===== src/rtl/i2c_mem_pkg.sv =====
package i2c_mem_pkg;
  localparam int unsigned NUM_LINES = 2;  // index 0: SCL, 1: SDA

  typedef enum logic [2:0] {
    ST_IDLE,
    ST_DEV,
    ST_ADDR,
    ST_WDAT,
    ST_ACK,
    ST_RDAT,
    ST_RACK,
    ST_WAIT
  } st_e;
endpackage


===== src/rtl/i2c_glitch_filt.sv =====
module i2c_glitch_filt #(
  parameter int unsigned SYNC_STAGES = 2,
  parameter int unsigned TAPS        = 3
) (
  input  logic clk_i,
  input  logic rst_ni,
  input  logic line_i,
  output logic line_o
);
  localparam int unsigned HALF = TAPS / 2;

  logic [SYNC_STAGES-1:0] sync_q;
  logic [TAPS-1:0]        taps_q;
  logic                   out_q;

  always_ff @(posedge clk_i or negedge rst_ni) begin
    if (!rst_ni) begin
      sync_q <= '1;
      taps_q <= '1;
      out_q  <= 1'b1;
    end else begin
      sync_q <= {sync_q[SYNC_STAGES-2:0], line_i};
      taps_q <= {taps_q[TAPS-2:0], sync_q[SYNC_STAGES-1]};
      out_q  <= ($countones(taps_q) > HALF);
    end
  end

  assign line_o = out_q;

  // the filtered level never moves against a unanimous tap window
  p_filt_hold_r10: assert property (@(posedge clk_i) disable iff (!rst_ni)
    ($past(taps_q) == '0) |-> !out_q);
endmodule


===== src/rtl/i2c_bus_events.sv =====
module i2c_bus_events (
  input  logic clk_i,
  input  logic rst_ni,
  input  logic scl_i,
  input  logic sda_i,
  output logic scl_rise_o,
  output logic scl_fall_o,
  output logic start_o,
  output logic stop_o
);
  logic scl_q, sda_q;

  always_ff @(posedge clk_i or negedge rst_ni) begin
    if (!rst_ni) begin
      scl_q <= 1'b1;
      sda_q <= 1'b1;
    end else begin
      scl_q <= scl_i;
      sda_q <= sda_i;
    end
  end

  assign scl_rise_o = scl_i & ~scl_q;
  assign scl_fall_o = ~scl_i & scl_q;
  assign start_o    = scl_i & scl_q & sda_q & ~sda_i;
  assign stop_o     = scl_i & scl_q & ~sda_q & sda_i;
endmodule


===== src/rtl/i2c_mem_fsm.sv =====
module i2c_mem_fsm
  import i2c_mem_pkg::*;
#(
  parameter int unsigned ADDR_W     = 8,
  parameter int unsigned DATA_W     = 8,
  parameter int unsigned PAGE_BYTES = 16,
  parameter logic [6:0]  DEV_ADDR   = 7'h50
) (
  input  logic              clk_i,
  input  logic              rst_ni,
  input  logic              scl_lvl_i,
  input  logic              sda_i,
  input  logic              scl_rise_i,
  input  logic              scl_fall_i,
  input  logic              start_i,
  input  logic              stop_i,
  input  logic              wp_i,
  input  logic              busy_i,
  input  logic [DATA_W-1:0] rd_data_i,
  output logic [ADDR_W-1:0] rd_addr_o,
  output logic              sda_pull_o,
  output logic              ld_valid_o,
  output logic [ADDR_W-1:0] ld_addr_o,
  output logic [DATA_W-1:0] ld_data_o,
  output logic              commit_o,
  output logic              reject_o
);
  localparam int unsigned PW = $clog2(PAGE_BYTES);
  localparam int unsigned CW = $clog2(DATA_W + 1);
  localparam logic [CW-1:0] FULL = CW'(DATA_W);

  st_e               st_q, nxt_q;
  logic [CW-1:0]     cnt_q;
  logic [DATA_W-1:0] sh_q;
  logic [ADDR_W-1:0] addr_q, ld_addr_q;
  logic [DATA_W-1:0] ld_data_q;
  logic pull_q, wp_q, first_q, pend_q, mack_q;
  logic ld_q, commit_q, reject_q;

  // increment that stays inside the current page
  function automatic logic [ADDR_W-1:0] pg_inc(input logic [ADDR_W-1:0] a);
    logic [ADDR_W-1:0] r;
    r = a;
    r[PW-1:0] = a[PW-1:0] + 1'b1;
    return r;
  endfunction

  always_ff @(posedge clk_i or negedge rst_ni) begin
    if (!rst_ni) begin
      st_q      <= ST_IDLE;
      nxt_q     <= ST_IDLE;
      cnt_q     <= '0;
      sh_q      <= '0;
      addr_q    <= '0;
      ld_addr_q <= '0;
      ld_data_q <= '0;
      pull_q    <= 1'b0;
      wp_q      <= 1'b0;
      first_q   <= 1'b0;
      pend_q    <= 1'b0;
      mack_q    <= 1'b0;
      ld_q      <= 1'b0;
      commit_q  <= 1'b0;
      reject_q  <= 1'b0;
    end else begin
      ld_q     <= 1'b0;
      commit_q <= 1'b0;
      reject_q <= 1'b0;
      if (start_i) begin
        st_q     <= ST_DEV;
        cnt_q    <= '0;
        pull_q   <= 1'b0;
        reject_q <= pend_q;
        pend_q   <= 1'b0;
      end else if (stop_i) begin
        st_q     <= ST_IDLE;
        pull_q   <= 1'b0;
        commit_q <= pend_q;
        pend_q   <= 1'b0;
      end else if (scl_rise_i) begin
        case (st_q)
          ST_DEV, ST_ADDR, ST_WDAT:
            if (cnt_q != FULL) begin
              sh_q  <= {sh_q[DATA_W-2:0], sda_i};
              cnt_q <= cnt_q + 1'b1;
            end
          ST_RACK: mack_q <= ~sda_i;
          default: ;
        endcase
      end else if (scl_fall_i) begin
        case (st_q)
          ST_DEV:
            if (cnt_q == FULL) begin
              cnt_q <= '0;
              if (sh_q[DATA_W-1:1] == DEV_ADDR && !busy_i) begin
                pull_q <= 1'b1;
                st_q   <= ST_ACK;
                nxt_q  <= sh_q[0] ? ST_RDAT : ST_ADDR;
              end else begin
                st_q <= ST_WAIT;
              end
            end
          ST_ADDR:
            if (cnt_q == FULL) begin
              cnt_q   <= '0;
              addr_q  <= sh_q;
              pull_q  <= 1'b1;
              st_q    <= ST_ACK;
              nxt_q   <= ST_WDAT;
              first_q <= 1'b1;
            end
          ST_WDAT:
            if (cnt_q == FULL) begin
              cnt_q <= '0;
              if (first_q && wp_q) begin
                reject_q <= 1'b1;
                st_q     <= ST_WAIT;
              end else begin
                pull_q    <= 1'b1;
                st_q      <= ST_ACK;
                nxt_q     <= ST_WDAT;
                ld_q      <= 1'b1;
                ld_addr_q <= addr_q;
                ld_data_q <= sh_q;
                addr_q    <= pg_inc(addr_q);
                pend_q    <= 1'b1;
                first_q   <= 1'b0;
              end
            end
          ST_ACK: begin
            st_q <= nxt_q;
            if (nxt_q == ST_WDAT && first_q) wp_q <= wp_i;  // protect strobe
            if (nxt_q == ST_RDAT) begin
              sh_q   <= rd_data_i;
              pull_q <= ~rd_data_i[DATA_W-1];
              cnt_q  <= CW'(1);
              addr_q <= addr_q + 1'b1;
            end else begin
              pull_q <= 1'b0;
            end
          end
          ST_RDAT:
            if (cnt_q == FULL) begin
              pull_q <= 1'b0;
              st_q   <= ST_RACK;
            end else begin
              pull_q <= ~sh_q[DATA_W-2];
              sh_q   <= {sh_q[DATA_W-2:0], 1'b0};
              cnt_q  <= cnt_q + 1'b1;
            end
          ST_RACK:
            if (mack_q) begin
              sh_q   <= rd_data_i;
              pull_q <= ~rd_data_i[DATA_W-1];
              cnt_q  <= CW'(1);
              addr_q <= addr_q + 1'b1;
              st_q   <= ST_RDAT;
            end else begin
              st_q <= ST_WAIT;
            end
          default: ;
        endcase
      end
    end
  end

  assign rd_addr_o  = addr_q;
  assign sda_pull_o = pull_q;
  assign ld_valid_o = ld_q;
  assign ld_addr_o  = ld_addr_q;
  assign ld_data_o  = ld_data_q;
  assign commit_o   = commit_q;
  assign reject_o   = reject_q;

  // a busy array never sees its header acknowledged
  p_busy_nack_r4: assert property (@(posedge clk_i) disable iff (!rst_ni)
    (scl_fall_i && st_q == ST_DEV && cnt_q == FULL && busy_i) |=> !sda_pull_o);

  // SDA drive only moves while SCL is low
  p_pull_scl_low_r3: assert property (@(posedge clk_i) disable iff (!rst_ni)
    !$stable(sda_pull_o) |-> !scl_lvl_i);

  // STOP leaves the bus released and the controller idle
  p_stop_idle_r9: assert property (@(posedge clk_i) disable iff (!rst_ni)
    stop_i |=> (st_q == ST_IDLE && !sda_pull_o));

  // a continued read fetches the following address, wrapping at the top
  p_rd_step_r9: assert property (@(posedge clk_i) disable iff (!rst_ni)
    (st_q == ST_RDAT && $past(st_q) == ST_RACK) |->
      rd_addr_o == ADDR_W'($past(rd_addr_o) + 1'b1));

  // commit and loads never coincide
  p_strobe_excl_r5: assert property (@(posedge clk_i) disable iff (!rst_ni)
    commit_o |-> !ld_valid_o && !reject_o);
endmodule


===== src/rtl/i2c_mem_target.sv =====
module i2c_mem_target
  import i2c_mem_pkg::*;
#(
  parameter int unsigned ADDR_W      = 8,
  parameter int unsigned DATA_W      = 8,
  parameter int unsigned PAGE_BYTES  = 16,
  parameter int unsigned SYNC_STAGES = 2,
  parameter int unsigned FILT_TAPS   = 3,
  parameter logic [6:0]  DEV_ADDR    = 7'h50
) (
  input  logic              clk_i,
  input  logic              rst_ni,
  input  logic              scl_i,
  input  logic              sda_i,
  output logic              sda_pull_o,
  input  logic              wp_i,
  input  logic              busy_i,
  input  logic [DATA_W-1:0] rd_data_i,
  output logic [ADDR_W-1:0] rd_addr_o,
  output logic              ld_valid_o,
  output logic [ADDR_W-1:0] ld_addr_o,
  output logic [DATA_W-1:0] ld_data_o,
  output logic              commit_o,
  output logic              reject_o
);
  logic [NUM_LINES-1:0] raw, flt;
  logic scl_rise, scl_fall, start, stop;

  assign raw = {sda_i, scl_i};

  for (genvar g = 0; g < NUM_LINES; g++) begin : g_filt
    i2c_glitch_filt #(
      .SYNC_STAGES(SYNC_STAGES),
      .TAPS       (FILT_TAPS)
    ) u_filt (
      .clk_i (clk_i),
      .rst_ni(rst_ni),
      .line_i(raw[g]),
      .line_o(flt[g])
    );
  end

  i2c_bus_events u_ev (
    .clk_i     (clk_i),
    .rst_ni    (rst_ni),
    .scl_i     (flt[0]),
    .sda_i     (flt[1]),
    .scl_rise_o(scl_rise),
    .scl_fall_o(scl_fall),
    .start_o   (start),
    .stop_o    (stop)
  );

  i2c_mem_fsm #(
    .ADDR_W    (ADDR_W),
    .DATA_W    (DATA_W),
    .PAGE_BYTES(PAGE_BYTES),
    .DEV_ADDR  (DEV_ADDR)
  ) u_fsm (
    .clk_i     (clk_i),
    .rst_ni    (rst_ni),
    .scl_lvl_i (flt[0]),
    .sda_i     (flt[1]),
    .scl_rise_i(scl_rise),
    .scl_fall_i(scl_fall),
    .start_i   (start),
    .stop_i    (stop),
    .wp_i      (wp_i),
    .busy_i    (busy_i),
    .rd_data_i (rd_data_i),
    .rd_addr_o (rd_addr_o),
    .sda_pull_o(sda_pull_o),
    .ld_valid_o(ld_valid_o),
    .ld_addr_o (ld_addr_o),
    .ld_data_o (ld_data_o),
    .commit_o  (commit_o),
    .reject_o  (reject_o)
  );

  // reset leaves the bus released and all strobes quiet
  always_comb begin
    if (!rst_ni) begin
      p_reset_quiet_r1: assert (!sda_pull_o && !ld_valid_o && !commit_o && !reject_o);
    end
  end
endmodule


===== config.mk =====
export PLATFORM = sky130hd
export DESIGN_NAME = i2c_mem_target
export DESIGN_NICKNAME = d
export VERILOG_FILES = /design/src/rtl/i2c_mem_pkg.sv /design/src/rtl/i2c_glitch_filt.sv /design/src/rtl/i2c_bus_events.sv /design/src/rtl/i2c_mem_fsm.sv /design/src/rtl/i2c_mem_target.sv
export SDC_FILE = /design/constraint.sdc
export NUM_CORES = 1
export LEC_CHECK = 0
export BUFFER_PORTS_ARGS = -buffer_cell sky130_fd_sc_hd__buf_2
export CORE_UTILIZATION = 40
export CTS_CLUSTER_DIAMETER = 30
export DETAILED_ROUTE_END_ITERATION = 8
export PLACE_DENSITY = 0.59
export SLEW_MARGIN = 15
export SYNTH_ARGS = -nofsm -noshare
export SYNTH_HDL_FRONTEND = slang
export SYNTH_SLANG_ARGS = --single-unit

===== constraint.sdc =====
create_clock -name clk_i -period 2.7 [get_ports clk_i]
set_input_delay 0.54 -clock clk_i [delete_from_list [all_inputs] [get_ports clk_i]]
set_output_delay 0.54 -clock clk_i [all_outputs]
set_load 0.01 [all_outputs]

==> results of run 1 <==
[routing by layer]
layer  track usage (%)  vias to the layer above
met1              27.5                     1180
met4              9.11                        0
met5                 0                        -
met3              3.45                       11
li1                  -                     1152
met2              27.5                       43
[flip-flops by register name, indices dropped and copies added (netlist names)]
signal / flops
u_fsm.sda_pull_o: 1
u_fsm.ld_valid_o: 1
u_fsm.pend_q: 1
u_fsm.commit_o: 1
u_fsm.reject_o: 1
u_fsm.cnt_q: 4
u_fsm.mack_q: 1
u_fsm.ld_addr_o: 8
u_fsm.st_q: 3
u_fsm.ld_data_o: 8
g_filt.u_filt.taps_q: 6
u_ev.scl_q: 1
u_fsm.sh_q: 8
g_filt.u_filt.line_o: 2
u_fsm.nxt_q: 3
u_fsm.first_q: 1
g_filt.u_filt.sync_q: 4
u_fsm.wp_q: 1
u_fsm.rd_addr_o: 8
u_ev.sda_q: 1
[power by group]
part           leakage [nW]  internal [mW]  switching (mW)  total (mW)
Combinational         0.959          0.611           0.621        1.23
Clock                0.0920          0.421           0.373       0.795
Sequential            0.807           1.14           0.283        1.43
Total                  1.86           2.18            1.28        3.45
[critical path, delay by kind of cell, from the launching register on]
family	cells	cell delay (ns)
AND/OR/NAND/NOR	3	0.56
flip-flops	1	0.55
multiplexers	1	0.32
AO/OA/AOI/OAI	1	0.28
buffers and inverters	2	0.28
adder cells (fa/ha/maj)	1	0.19
[logic make-up (layout without fill, tap and decap cells)]
kind of cell	Yosys count	in the layout	share of synthesized area [%]
multiplexers	41	41	13.9
buffers and inverters	25	84	4.08
XOR/XNOR	1	1	0.267
AND/OR/NAND/NOR	80	80	14.5
flip-flops	64	64	49.4
adder cells (fa/ha/maj)	8	8	3.05
AO/OA/AOI/OAI	65	65	14.8
[worst paths after layout]
kind / endpoint / slack [ns]
min in group clk_i: g_filt[0].u_filt.sync_q[0] / 0.29
max: u_fsm.ld_data_o[7] / 0.40
min: u_fsm.commit_o / 0.10
min reg2reg: g_filt[1].u_filt.taps_q[0] / 0.36
max reg2reg: u_fsm.ld_data_o[7] / 0.40
max in group asynchronous: u_ev.sda_q / 2.01
[synth_stat cells (all sizes together), types with 5 or more instances]
library cell | instances | area, um^2
a21oi | 11 | 55.1
a22o | 8 | 71.3
and3 | 5 | 32.5
clkbuf | 10 | 77.6
dfrtp | 50 | 1250
dfstp | 14 | 368
ha | 8 | 100
inv | 13 | 48.8
mux2 | 34 | 387
mux2i | 7 | 70.1
nand2 | 14 | 55.1
nand3 | 7 | 40.0
nand3b | 6 | 48.8
nor2 | 17 | 63.8
nor3 | 6 | 40.0
o21ai | 14 | 70.1
[metrics by stage]
step / cells / area (um^2)
final: 445 / 3830
after global routing: 445 / 3830
after CTS: 445 / 3830
after detailed placement: 429 / 3640
after global placement: 429 / 3640
after floorplan: 284 / 3280
[layout make-up]
class	count	area [um^2]	share of cell area [%]
sequential	64	1620	42.2
inverter	13	48.8	1.27
clock inverter	6	60.1	1.57
multi-input combinational	195	1530	39.8
timing repair buffer	55	323	8.42
tap	102	128	3.33
clock buffer	10	128	3.33
==> flow_metrics.py, run 1 <==
metrics = {
    "outcome": {
        "outcome": "completed",
    },
    "grt": {
        "gr-usage-all-layers_pct": 19.1,
        "grt_pass1_wl_mm": 12.4,
        "grt_max_degree": 52,
        "grt_overflow_total": 0,
        "grt_pass1_vias": 2407,
        "antenna_found_initial": 0,
    },
    "synthesis": {
        "ys_warn_count": 0,
        "synth_area_mm2": 0.00328,
        "seq_area_frac_synth_pct": 49.4,
        "ys_ff_latch": 64,
        "synth.avg_cell_area_um2": 11.5,
        "synth_cell_types": 65,
        "synth_edf_count": 0,
        "yosys_most_used_dff": "dfrtp_1",
        "syn_nets": 306,
        "async_flop_share_pct": 100,
        "syn_inst": 284,
    },
    "power_and_ir_drop": {
        "power_density_mw_per_mm2": 901,
        "finalPower_mw": 3.45,
        "vdd_ir_drop_max_mv": 0.326,
        "leakagePower_nw": 1.86,
    },
    "worst_hold_path": {
        "hp-class": "input pin to asynchronous set/reset pin",
    },
    "place": {
        "gp_congestion": 0.848,
        "dp.final_hpwl_mm": 5.11,
        "io_buffers": 41,
        "pre_cts_slack_ns": 0.349,
    },
    "clock_network": {
        "cts.clk_slew.worst_paths_ns": 0.07,
        "cts_buffers": 9,
        "insertion_delay_ns": 0.34,
        "clock_sinks": 64,
        "cts_resized": 0,
        "clockRootBuffer": "clkbuf_8",
        "postCtsSetupBuffers": 0,
        "h-tree-depth": 3,
        "cts_buffer_depth": 2,
        "cts_tree": "yes",
        "hold_buffers": 0,
    },
    "sta": {
        "min_period_ns": 2.30,
        "skew_ns": 0.0121,
        "fin_tns_setup_ns": 0,
        "rsz0062_at_grt": "no",
        "finalSetupViolations": 0,
        "relSlewSlack_pct": 57.5,
        "tightest_slew_ns": 0.630,
        "hold_viol": 0,
        "worst_slack_ns": 0.395,
        "fmaxAchievable_mhz": 434,
        "hold_ws_ns": 0.103,
        "period_share_pct": 85.4,
        "slew_viol_final": 0,
    },
    "floorplanning": {
        "die_y_um": 92.5,
        "io_pins": 42,
        "fp.dieArea_mm2": 0.00856,
        "start_util_pct": 41.8,
        "core-area_mm2": 0.00785,
        "rows": 32,
        "die_x_um": 92.5,
    },
    "worst_setup_path": {
        "crit_slowest_cell": "dfstp_2",
        "ff2ff_path_depth": 8,
        "r2r-start": "u_ev.scl_q",
        "cpPeakStageDelay_ns": 0.55,
        "setup.worst_path.start_class": "flip-flop",
        "cp_data_required_time_ns": 2.93,
        "critPathCaptureType": "flip-flop",
        "crit_chain": "inv_1 -> ha_1 -> nand2b_1 -> a21o_2 -> nor3_2 -> nand3_2 -> buf_4 -> mux2_1",
        "arrival_ns": 2.53,
        "worstPathMaxFanout": 17,
        "crit_start": "u_ev.scl_q",
        "crit_type": "flip-flop to flip-flop",
    },
    "route": {
        "drtIter0Drc": 124,
        "top_layer": "met4",
        "drt-pass1-iter-count": 4,
        "ant_nets": 0,
        "drt-total-wl_mm": 7.33,
        "wl_per_cell_um": 16.5,
        "dr_wl_met2_mm": 3.26,
        "drc": 0,
        "wl_met3_um": 313,
        "via_count": 2386,
        "met1Wirelength_mm": 3.62,
        "vias_per_cell": 5.36,
    },
    "cells_and_area": {
        "area_growth_pct": 16.9,
        "final_util_pct": 48.8,
        "antenna_cells": 0,
        "nFillCells": 765,
        "final_common_cell": "dfrtp_1",
        "final_cell_mix": "dfrtp_1, buf_2, mux2_2",
        "num-nets-final": 360,
        "drive_gt1_share_pct": 39.9,
    },
    "flow_run": {
        "maxCapViolCount": 0,
    },
}
No activity file was read; power rests on OpenSTA's default activity.
==> run 2, diff against run 1 <==
PLACE_DENSITY = not set   (was 0.59)
==> run 2 against run 1 <==
Net effect:
- flip-flop and latch count did not move
- critical path depth did not move
- maximum frequency fell by 7.1%
- die area did not move
- combinational power barely moved
- final cell count fell by 0.67%
- register-to-register slack got worse by 0.18 ns
- clock skew fell by 0.00057 ns
- utilization rose by 0.14 points
- sequential power barely moved
- worst hold slack improved by 0.16 ns
==> flow_metrics.py, run 2 (same netlist as run 1, synthesis figures left out) <==
metrics = {
    "grt": {
        "grt_overflow_total": 0,
        "grt_pass1_vias": 2404,
        "gr-usage-all-layers_pct": 18.3,
        "grt_max_degree": 34,
        "grt_pass1_wl_mm": 12.1,
        "antenna_found_initial": 0,
    },
    "floorplanning": {
        "io_pins": 42,
        "rows": 32,
        "start_util_pct": 41.8,
        "die_x_um": 92.5,
        "die_y_um": 92.5,
        "core-area_mm2": 0.00785,
        "fp.dieArea_mm2": 0.00856,
    },
    "sta": {
        "hold_viol": 0,
        "finalSetupViolations": 0,
        "skew_ns": 0.0115,
        "relSlewSlack_pct": 31.0,
        "period_share_pct": 91.9,
        "rsz0062_at_grt": "no",
        "min_period_ns": 2.48,
        "hold_ws_ns": 0.267,
        "tightest_slew_ns": 1.03,
        "fin_tns_setup_ns": 0,
        "fmaxAchievable_mhz": 403,
        "slew_viol_final": 0,
    },
    "worst_hold_path": {
        "hp-class": "input pin to asynchronous set/reset pin",
    },
    "place": {
        "place_area_mm2": 0.00362,
        "io_buffers": 41,
        "dp.final_hpwl_mm": 5.27,
        "gp_congestion": 0.897,
    },
    "cells_and_area": {
        "area_growth_pct": 17.2,
        "nFillCells": 758,
        "drive_gt1_share_pct": 39.4,
        "final_cell_mix": "dfrtp_1, buf_2, mux2_2",
        "multi_input_area_mm2": 0.00153,
        "final_common_cell": "dfrtp_1",
        "num-nets-final": 357,
        "final_util_pct": 49.0,
        "post-route-cell-area_mm2": 0.00384,
        "antenna_cells": 0,
        "register_area_mm2": 0.00162,
    },
    "worst_setup_path": {
        "setup.worst_path.start_class": "flip-flop",
        "crit_type": "flip-flop to flip-flop",
        "setup.reg_to_reg.worst_slack_ns": 0.22,
        "worstPathMaxFanout": 17,
        "critPathCaptureType": "flip-flop",
        "cp_data_required_time_ns": 2.92,
        "r2r-start": "u_ev.scl_q",
        "arrival_ns": 2.70,
        "crit_start": "u_ev.scl_q",
    },
    "route": {
        "vias_per_cell": 5.48,
        "via_count": 2420,
        "wl_per_cell_um": 16.4,
        "drc": 0,
        "ant_nets": 0,
        "drt-total-wl_mm": 7.24,
        "drt-pass1-iter-count": 4,
        "drtIter0Drc": 187,
    },
    "flow_run": {
        "maxCapViolCount": 0,
    },
    "clock_network": {
        "h-tree-depth": 3,
        "cts_buffer_depth": 2,
        "cts.clk_slew.worst_paths_ns": 0.07,
        "postCtsSetupBuffers": 0,
        "cts_buffers": 9,
        "cts_resized": 0,
        "insertion_delay_ns": 0.34,
        "hold_buffers": 0,
        "clock_sinks": 64,
        "clockRootBuffer": "clkbuf_8",
        "cts_tree": "yes",
    },
    "power_and_ir_drop": {
        "leakagePower_nw": 1.86,
        "vdd_ir_drop_max_mv": 0.365,
        "power_density_mw_per_mm2": 920,
    },
    "outcome": {
        "outcome": "completed",
    },
}
run 2: cell types whose count changed in the layout (fill, tap and decap cells not counted), sizes merged:
| cell | before | now |
|---|---|---|
| buf | 55 | 52 |
| clkinv | 3 | 1 |
| clkbuf | 10 | 11 |
| bufinv | 1 | 2 |
run 2: layout make-up:
cell class | count | area share [%]
Tap cell | 102 | 3.32
Inverter | 13 | 1.27
Clock inverter | 5 | 2.08
Timing Repair Buffer | 52 | 7.81
Sequential cell | 64 | 42.1
Multi-Input combinational cell | 195 | 39.7
Clock buffer | 11 | 3.68
run 2: worst paths after layout:
check	to	cells after the start
min reg2reg	g_filt[1].u_filt.taps_q[0]	0
min	u_fsm.st_q[2]	1
max in group asynchronous	g_filt[0].u_filt.line_o	2
min in group clk_i	g_filt[0].u_filt.sync_q[0]	1
max reg2reg	u_fsm.ld_data_o[7]	8
max	u_fsm.ld_data_o[7]	8
run 2: worst max-delay path, stage by stage, from the launching register on:
cell      delay (ns)
dfstp_2         0.55
inv_1           0.05
ha_1            0.27
nand2b_1        0.24
a21o_2          0.27
nor3_2          0.33
nand3_2         0.11
buf_4           0.22
mux2_1          0.33
run 2: power by group:
group	switching, mW	internal, mW
combinational	0.645	0.590
clock	0.359	0.543
sequential	0.253	1.14
run 2: metal layers:
layer / vias up / GRT usage [%] / share of wire (%)
li1: 1144 / - / -
met1: 1187 / 25.1 / 46
met2: 73 / 28.1 / 47
met3: 16 / 4.35 / 5.7
met4: 0 / 6.90 / 1.9
met5: - / 0 / 0
run 2: through the flow:
stage / cells / worst slack [ns] / power (mW)
after floorplan: 284 / 0.327 / 2.30
after global placement: 426 / 0.225 / 2.62
after detailed placement: 426 / 0.202 / 2.64
after CTS: 442 / 0.184 / 3.56
after global routing: 442 / 0.0529 / 3.75
final: 442 / 0.219 / 3.54
==> run 3, diff against run 2 <==
PLACE_DENSITY = 0.65   (was not set)
==> run 3 against run 2 <==
Net effect:
- non-clock buffer count is the same
- clock skew is 0.0032 ns lower
- global-route usage is 0.076 points higher
- critical endpoint is now u_fsm.sh_q[6]
- largest power group unchanged
- highest routed layer unchanged
==> flow_metrics.py, run 3 (same netlist as run 1, synthesis figures left out) <==
metrics = {
    "worst_setup_path": {
        "crit_buf_inv": 1,
        "crit_cells": 5,
        "crit_chain": "inv_1 -> ha_1 -> nor2_1 -> mux2_2 -> mux2_2",
        "r2r-end": "u_fsm.sh_q[6]",
        "crit_slowest_cell": "nor2_1",
        "arrival_ns": 2.69,
        "crit_end": "u_fsm.sh_q[6]",
        "crit_type": "flip-flop to flip-flop",
        "ff2ff_path_depth": 5,
        "setup.worst_path.start_class": "flip-flop",
        "cpPeakStageDelay_ns": 0.83,
        "critPathCaptureType": "flip-flop",
        "crit_start": "u_ev.scl_q",
        "worstPathMaxFanout": 13,
        "crit_family": "simple AND/OR/NAND/NOR gates",
        "r2r-start": "u_ev.scl_q",
        "cp_data_required_time_ns": 2.93,
        "setup.reg_to_reg.worst_slack_ns": 0.24,
        "crit_top_cell": "mux2_2",
    },
    "sta": {
        "finalSetupViolations": 0,
        "worst_slack_ns": 0.237,
        "relSlewSlack_pct": 29.1,
        "slew_viol_final": 0,
        "fmaxAchievable_mhz": 406,
        "min_period_ns": 2.46,
        "hold_viol": 0,
        "hold_ws_ns": 0.118,
        "rsz0062_at_grt": "no",
        "fin_tns_setup_ns": 0,
        "skew_ns": 0.00833,
        "period_share_pct": 91.2,
        "tightest_slew_ns": 1.06,
    },
    "clock_network": {
        "hold_buffers": 0,
        "cts_tree": "yes",
        "clockRootBuffer": "clkbuf_8",
        "clock_sinks": 64,
        "insertion_delay_ns": 0.35,
        "cts_buffer_depth": 2,
        "cts.clk_slew.worst_paths_ns": 0.07,
        "cts_buffers": 9,
        "h-tree-depth": 3,
        "postCtsSetupBuffers": 0,
        "cts_resized": 0,
    },
    "power_and_ir_drop": {
        "seq_power_share_pct": 39.7,
        "finalPower_mw": 3.59,
        "power_density_mw_per_mm2": 933,
        "vdd_ir_drop_max_mv": 0.395,
        "leakagePower_nw": 1.86,
        "swShare_pct": 35.2,
        "clkPwrFrac_pct": 27.4,
        "p_comb_share_pct": 33.0,
        "p_int_mw": 2.33,
        "power.switching_mw": 1.26,
    },
    "floorplanning": {
        "rows": 32,
        "core-area_mm2": 0.00785,
        "die_x_um": 92.5,
        "die_y_um": 92.5,
        "fp.dieArea_mm2": 0.00856,
        "io_pins": 42,
        "start_util_pct": 41.8,
    },
    "grt": {
        "antenna_found_initial": 0,
        "grt_overflow_total": 0,
        "grt_pass1_wl_mm": 12.0,
        "gr-usage-all-layers_pct": 18.4,
        "grt_pass1_vias": 2476,
        "grt_max_degree": 25,
    },
    "route": {
        "drt-pass1-iter-count": 4,
        "wl_per_cell_um": 16.4,
        "ant_nets": 0,
        "drtIter0Drc": 188,
        "via_count": 2434,
        "drc": 0,
        "drt-total-wl_mm": 7.24,
        "vias_per_cell": 5.51,
    },
    "cells_and_area": {
        "num-nets-final": 357,
        "nFillCells": 745,
        "drive_gt1_share_pct": 39.4,
        "final_cell_mix": "dfrtp_1, buf_2, mux2_2",
        "final_cells": 442,
        "post-route-cell-area_mm2": 0.00384,
        "final_common_cell": "dfrtp_1",
        "area_growth_pct": 17.2,
        "antenna_cells": 0,
        "final_util_pct": 49.0,
    },
    "outcome": {
        "outcome": "completed",
    },
    "place": {
        "dp.final_hpwl_mm": 5.19,
        "gp_congestion": 0.878,
        "io_buffers": 41,
        "pre_cts_slack_ns": 0.276,
        "place_area_mm2": 0.00361,
        "dp_cells": 426,
    },
    "worst_hold_path": {
        "hp-class": "input pin to asynchronous set/reset pin",
    },
    "flow_run": {
        "maxCapViolCount": 0,
    },
}
==> run 3: cell type report <==
| class | count | area (um^2) | area share [%] |
|---|---|---|---|
| clock buffers | 10 | 128 | 3.32 |
| clock inverters | 6 | 108 | 2.80 |
| inverters | 13 | 48.8 | 1.27 |
| multi-input cells | 195 | 1530 | 39.7 |
| flip-flops and latches | 64 | 1620 | 42.1 |
| well taps | 102 | 128 | 3.32 |
| repair buffers | 52 | 288 | 7.48 |
==> run 3: worst min-delay path by stage <==
stage	start	endpoint	slack, ns	cells past startpoint
floorplan	rst_ni	u_fsm.cnt_q[0]	0.24	0
global placement	g_filt[1].u_filt.sync_q[0]	g_filt[1].u_filt.sync_q[1]	0.35	0
detailed placement	g_filt[0].u_filt.sync_q[1]	g_filt[0].u_filt.taps_q[0]	0.35	0
CTS	rst_ni	u_fsm.rd_addr_o[1]	0.12	1
global route	rst_ni	u_fsm.rd_addr_o[1]	0.14	1
finish	rst_ni	u_fsm.rd_addr_o[1]	0.12	1
==> run 3: per-layer routing <==
layer  GRT usage (%)  vias up  part of all wire, %
li1                -     1147                    -
met5               0        -                    0
met3            5.09       14                  4.2
met2            27.8       53                   47
met4            8.85        0                  2.1
met1            24.3     1220                   47
==> run 3: power by group through the flow <==
stage,Clock [mW],Combinational (mW),Sequential [mW]
after detailed placement,0,1.17,1.43
after global placement,0,1.15,1.43
after floorplan,0,0.985,1.31
final,0.983,1.18,1.42
after CTS,1.01,1.18,1.42
after global routing,1.05,1.31,1.46
==> run 3: worst register-to-register path, stage by stage, from the launching register on <==
cell and delay [ns]:
dfstp_2 0.55, inv_1 0.05, ha_1 0.24, nor2_1 0.83, mux2_2 0.43, mux2_2 0.25
